**src/rtl/seg_dac_pkg.sv**
```systemverilog
// Package: default segment widths shared by the decoder and its bench.
// Assumes: nothing; constants only.
package seg_dac_pkg;
    localparam int DEF_MSB_BITS = 4;
    localparam int DEF_LSB_BITS = 4;
endpackage

```
**src/rtl/seg_therm_decode.sv**
```systemverilog
// Module: binary-to-thermometer expansion of the upper code field.
// Assumes: IN_W >= 1; output bit i is high when the level exceeds i.
module seg_therm_decode #(
    parameter int IN_W = 4,
    localparam int OUT_W = (1 << IN_W) - 1
) (
    input  logic [IN_W-1:0]  level,
    output logic [OUT_W-1:0] therm
);
    // one comparator per unit cell
    for (genvar g = 0; g < OUT_W; g++) begin : g_cell
        localparam logic [IN_W-1:0] POS = IN_W'(g);
        assign therm[g] = (level > POS);
    end
endmodule

```
**src/rtl/seg_spare_pointer.sv**
```systemverilog
// Module: one-hot pointer to the lowest unit cell that is off.
// Assumes: position 2^IN_W-1 is a dummy that is used only when all cells are on.
module seg_spare_pointer #(
    parameter int IN_W = 4,
    localparam int OUT_W = 1 << IN_W
) (
    input  logic [IN_W-1:0]  level,
    output logic [OUT_W-1:0] onehot
);
    // one equality decode per position
    for (genvar g = 0; g < OUT_W; g++) begin : g_pos
        localparam logic [IN_W-1:0] POS = IN_W'(g);
        assign onehot[g] = (level == POS);
    end
endmodule

```
**src/rtl/seg_switch_reg.sv**
```systemverilog
// Module: shared retiming register for all switch controls.
// Assumes: synchronous active-low reset to RST_VAL; loads only when 'load' is high.
module seg_switch_reg #(
    parameter int W = 8,
    parameter logic [W-1:0] RST_VAL = '0
) (
    input  logic         clk,
    input  logic         rst_n,
    input  logic         load,
    input  logic [W-1:0] d,
    output logic [W-1:0] q
);
    // single edge for every switch; hold when not loading
    always_ff @(posedge clk) begin
        if (!rst_n)    q <= RST_VAL;
        else if (load) q <= d;
    end

    assert_hold_R5: assert property (@(posedge clk) disable iff (!rst_n)
        (!load && $past(rst_n)) |=> $stable(q));
endmodule

```
**src/rtl/seg_dac_decoder.sv**
```systemverilog
// Module: segmented DAC switch decoder top.
// Splits the code into a thermometer-decoded upper field and a pass-through
// lower field, adds a pointer to the lowest unit cell that is off, and
// retimes everything in one register.
// Assumes: MSB_BITS >= 1, LSB_BITS >= 1.
module seg_dac_decoder
    import seg_dac_pkg::*;
#(
    parameter int MSB_BITS = DEF_MSB_BITS,
    parameter int LSB_BITS = DEF_LSB_BITS,
    localparam int CODE_W = MSB_BITS + LSB_BITS,
    localparam int UNITS  = (1 << MSB_BITS) - 1,
    localparam int PTR_W  = 1 << MSB_BITS,
    localparam int REG_W  = PTR_W + UNITS + LSB_BITS
) (
    input  logic              clk,
    input  logic              rst_n,
    input  logic              code_valid,
    input  logic [CODE_W-1:0] code_in,
    output logic [UNITS-1:0]  unit_on,
    output logic [LSB_BITS-1:0] bin_on,
    output logic [PTR_W-1:0]  spare_sel
);
    localparam logic [REG_W-1:0] RST_WORD = REG_W'(1) << (UNITS + LSB_BITS);

    logic [MSB_BITS-1:0] msb_field;
    logic [LSB_BITS-1:0] lsb_field;
    logic [UNITS-1:0]    therm_d;
    logic [PTR_W-1:0]    ptr_d;
    logic [REG_W-1:0]    word_q;

    // split the code into its two segments
    assign msb_field = code_in[CODE_W-1:LSB_BITS];
    assign lsb_field = code_in[LSB_BITS-1:0];

    seg_therm_decode #(.IN_W(MSB_BITS)) u_therm (
        .level (msb_field),
        .therm (therm_d)
    );

    seg_spare_pointer #(.IN_W(MSB_BITS)) u_ptr (
        .level  (msb_field),
        .onehot (ptr_d)
    );

    seg_switch_reg #(.W(REG_W), .RST_VAL(RST_WORD)) u_reg (
        .clk   (clk),
        .rst_n (rst_n),
        .load  (code_valid),
        .d     ({ptr_d, therm_d, lsb_field}),
        .q     (word_q)
    );

    // unpack the register into the three output words
    assign bin_on    = word_q[LSB_BITS-1:0];
    assign unit_on   = word_q[UNITS+LSB_BITS-1:LSB_BITS];
    assign spare_sel = word_q[REG_W-1:UNITS+LSB_BITS];

    assert_onehot_R3: assert property (@(posedge clk) disable iff (!rst_n)
        $countones(spare_sel) == 1);

    assert_pointer_R4: assert property (@(posedge clk) disable iff (!rst_n)
        spare_sel[$countones(unit_on)] == 1'b1);

    assert_reset_R6: assert property (@(posedge clk)
        !rst_n |=> (unit_on == '0 && bin_on == '0 && spare_sel == PTR_W'(1)));

    assert_sum_R8: assert property (@(posedge clk) disable iff (!rst_n)
        (code_valid && $past(rst_n)) |=>
        (($countones(unit_on) * (1 << LSB_BITS) + int'(bin_on)) == int'($past(code_in))));

    assert_monotonic_R9: assert property (@(posedge clk) disable iff (!rst_n)
        (code_valid && $past(rst_n) && int'(msb_field) >= $countones(unit_on)) |=>
        ((unit_on & $past(unit_on)) == $past(unit_on)));
endmodule

```
**config.mk**
```make
export PLATFORM = sky130hd
export DESIGN_NAME = seg_dac_decoder
export DESIGN_NICKNAME = d
export VERILOG_FILES = /design/src/rtl/seg_dac_pkg.sv /design/src/rtl/seg_therm_decode.sv /design/src/rtl/seg_spare_pointer.sv /design/src/rtl/seg_switch_reg.sv /design/src/rtl/seg_dac_decoder.sv
export SDC_FILE = /design/constraint.sdc
export NUM_CORES = 1
export LEC_CHECK = 0
export BUFFER_PORTS_ARGS = -buffer_cell sky130_fd_sc_hd__buf_2
export CAP_MARGIN = 20
export CORE_MARGIN = 5
export CORE_UTILIZATION = 30
export DETAILED_ROUTE_END_ITERATION = 8
export GPL_ROUTABILITY_DRIVEN = 0
export PLACE_DENSITY_LB_ADDON = 0.3
export SYNTH_ARGS = -nofsm -noshare
export SYNTH_HDL_FRONTEND = slang
export SYNTH_SLANG_ARGS = --single-unit
```
**constraint.sdc**
```tcl
create_clock -name clk -period 1.15 [get_ports clk]
set_input_delay 0.0575 -clock clk [delete_from_list [all_inputs] [get_ports clk]]
set_output_delay 0.0575 -clock clk [all_outputs]
set_load 0.05 [all_outputs]
```
==> summary.md <==
| Metric | Value |
|---|---|
| DIE HEIGHT | `75.13 um` |
| Pins over their slew limit | `0` |
| Static Leakage | `0.7223 nW` |
| Min setup slack post-route | `200.0 ps` |
| Final worst-path cycle share | `82.61%` |
| Syn avg cell area | `10.69 sq um` |
| Crit. End Element | `output pin` |
| Crit start category | `flip-flop` |
| Yosys top cell area share | `55.06%` |
| Total clock sinks | `35` |
| Largest register by flop count | `u_reg.q` |
| Dpl cells | `211` |
| Worst VDD drop | `0.0006065 V` |
| Crit path time final | `950.0 ps` |
| Total number of vias | `1068` |
| Filler Cell Count | `404` |
| RSZ-0062 raised after global routing | `false` |
| Synth unique cells | `27` |
| Clk_skew | `0 ps` |
| DR vias/cell | `4.922` |
| HP Start | `code_in[0]` |
| FP Rows | `23` |
| Crit-path max cell delay | `350 ps` |
| CTS tree | `done` |
| N_diodes | `0` |
| DRC viols | `0` |
| Cell family with the largest share of critical-path delay | `flip-flops` |
| Clk slew on worst S/H paths | `60 ps` |
| Seq/Total Area, Yosys | `55.06%` |
| Worst Path Max Fanout | `2` |
| Critical path buffers and inverters | `1` |
| Area leader, netlist | `dfxtp_1` |
| Insertion delay to the later sink of the worst-skew pair | `280 ps` |
| Hold crit path type | `in -> reg` |
| Final hold vios | `0` |
| Final setup TNS | `0 ps` |
| Max reg flops | `35` |
| Worst setup path class | `reg -> out` |
| Critical-path top delay cell | `dfxtp_1` |
| Core Region | `4058 sq um` |
| Pwr dens | `1518 nW/um^2` |
| WP data arrival | `890 ps` |
| DIE AREA | `5644 sq um` |
| Layout area overhead | `27.73%` |
| Largest cells by area after synthesis | `dfxtp_1 (55%), o2bb2ai_1 (9.6%), mux2i_1 (3.9%)` |
| FF/Latch Area | `700.7 sq um` |
| Hold buffers post-CTS | `0` |
| Setup WS pre-CTS | `78.71 ps` |
| Synthesis-stage register bit count | `35` |
| Crit path launch | `u_reg.q[23]` |
| CP required | `1090 ps` |
| Fin cells | `217` |
| DRT Wirelength | `3.144 mm` |
| Relative max-transition margin | `72.38%` |
| Num CTS Buffers | `5` |
| Drt wl/cell | `14.49 um` |
| Top FF cell, synth | `dfxtp_1` |
| Buffers on Ports | `45` |
| Total GRT Usage | `11.80%` |
| Initial drt markers | `40` |
| Mapped Cells | `119` |
| Layout cells sized above 1 | `37.13%` |
| RR Startpoint | `u_reg.q[14]` |
| Multi-input gate area | `511.7 sq um` |
| Io pins | `46` |
| Post-CTS resize count | `0` |
| Top flop regs | `u_reg.q x35` |
| Starting Density | `31.36%` |
| Clock buffer depth | `2` |
| Synth Net Count | `130` |
| Synth Cell Area | `1272 sq um` |
| Initial antenna violation count | `0` |
| Fin nets | `179` |
| EDFF count, synth | `0` |
| Slew at the pin closest to its max-slew limit | `413.8 ps` |
| Final ANT Viol Nets | `0` |
| DR pass1 iterations | `4` |
| Async SR Flop Fraction | `0%` |
| Top-count cell post-synth | `dfxtp_1` |
| MaxCap Viol Count | `0` |
| # setup viols final | `0` |
| Number of global-route vias before repair | `1011` |
| Largest net degree at the start of global routing | `17` |
| YS warnings | `0` |
| Post-synth top cells | `dfxtp_1 (35), o2bb2ai_1 (14), nor2_1 (9)` |
| Clk root buf | `clkbuf_8` |
| Die span in x | `75.13 um` |
| Outcome | `finished clean` |
| First-pass GRT wire length | `4.892 mm` |
| DP Wirelength | `2.450 mm` |
| Worst-path cell chain | `buf_2` |
| H-tree depth | `2` |
| Max Fclk | `1053 MHz` |
| GRT Residual Overflow | `0` |
| Setup bufs post-CTS | `0` |
## per-layer routing
metal	vias to the layer above	GRT usage, %	wire, um
met5	-	0	0
met4	0	6.522	83
met3	9	5.474	244
met2	26	18.96	1547
met1	499	12.84	1268
li1	534	-	-
## power breakdown
group          total [mW]  internal (mW)  leakage [nW]  switching, mW
Combinational       0.407          0.106         0.398          0.301
Clock               0.774          0.402        0.0371          0.372
Sequential           1.29           1.26         0.287         0.0239
Total                2.47           1.77         0.722          0.697
## per-stage QoR
stage          hold slack [ps]  power [mW]  utilization [%]  instance area [sq um]
6_report                 12.76       2.468            40.06                   1625
3_5_place_dp             311.1       1.723            38.27                   1553
2_1_floorplan            195.9       1.613                -                   1272
4_1_cts                  9.975       2.499            40.06                   1625
3_3_place_gp             295.4       1.716            38.27                   1553
5_1_grt                  36.36       2.581            40.06                   1625
## cells by family (layout without fill, tap and decap cells)
| group | count (synthesis) | in the layout | share of synthesized area, % |
|---|---|---|---|
| buffers and inverters | 11 | 59 | 4.719 |
| and+or+nand+nor | 31 | 31 | 14.26 |
| muxes | 5 | 5 | 3.933 |
| DFF | 35 | 35 | 55.06 |
| AOI/OAI and AO/OA | 37 | 37 | 22.03 |
## cell usage in the layout, fill, tap and decap left out
master,instances
buf_2,45
o31ai_2,3
o221ai_1,1
or2_2,1
o211ai_1,1
o2bb2ai_1,14
buf_4,6
nand2b_1,5
o221a_1,1
nor3b_1,1
a2111oi_0,2
nand2_1,2
nor2b_2,1
clkbuf_1,1
mux2i_1,5
a21oi_1,8
o21ai_0,7
nand4b_1,2
nand4_1,2
nor2b_1,2
nor2_1,9
dfxtp_1,35
clkbuf_8,5
or3b_4,1
inv_1,2
nand3_1,2
nand3b_1,3
## path summary, 6_finish.rpt
kind              cells after the start            to  slack, ps
hold / removal                        3    u_reg.q[0]         10
setup reg to reg                      2   u_reg.q[14]        280
hold reg to reg                       1   u_reg.q[34]        460
setup / recovery                      1  spare_sel[4]        200
## cell type report
cell class / instances / share of cell area (%)
clock buffer: 6 / 4.465
timing repair buffer: 51 / 16.63
multi-input combinational: 73 / 31.49
inverter: 2 / 0.4619
sequential: 35 / 43.11
tap: 50 / 3.849
No activity file was read; power rests on OpenSTA's default activity.
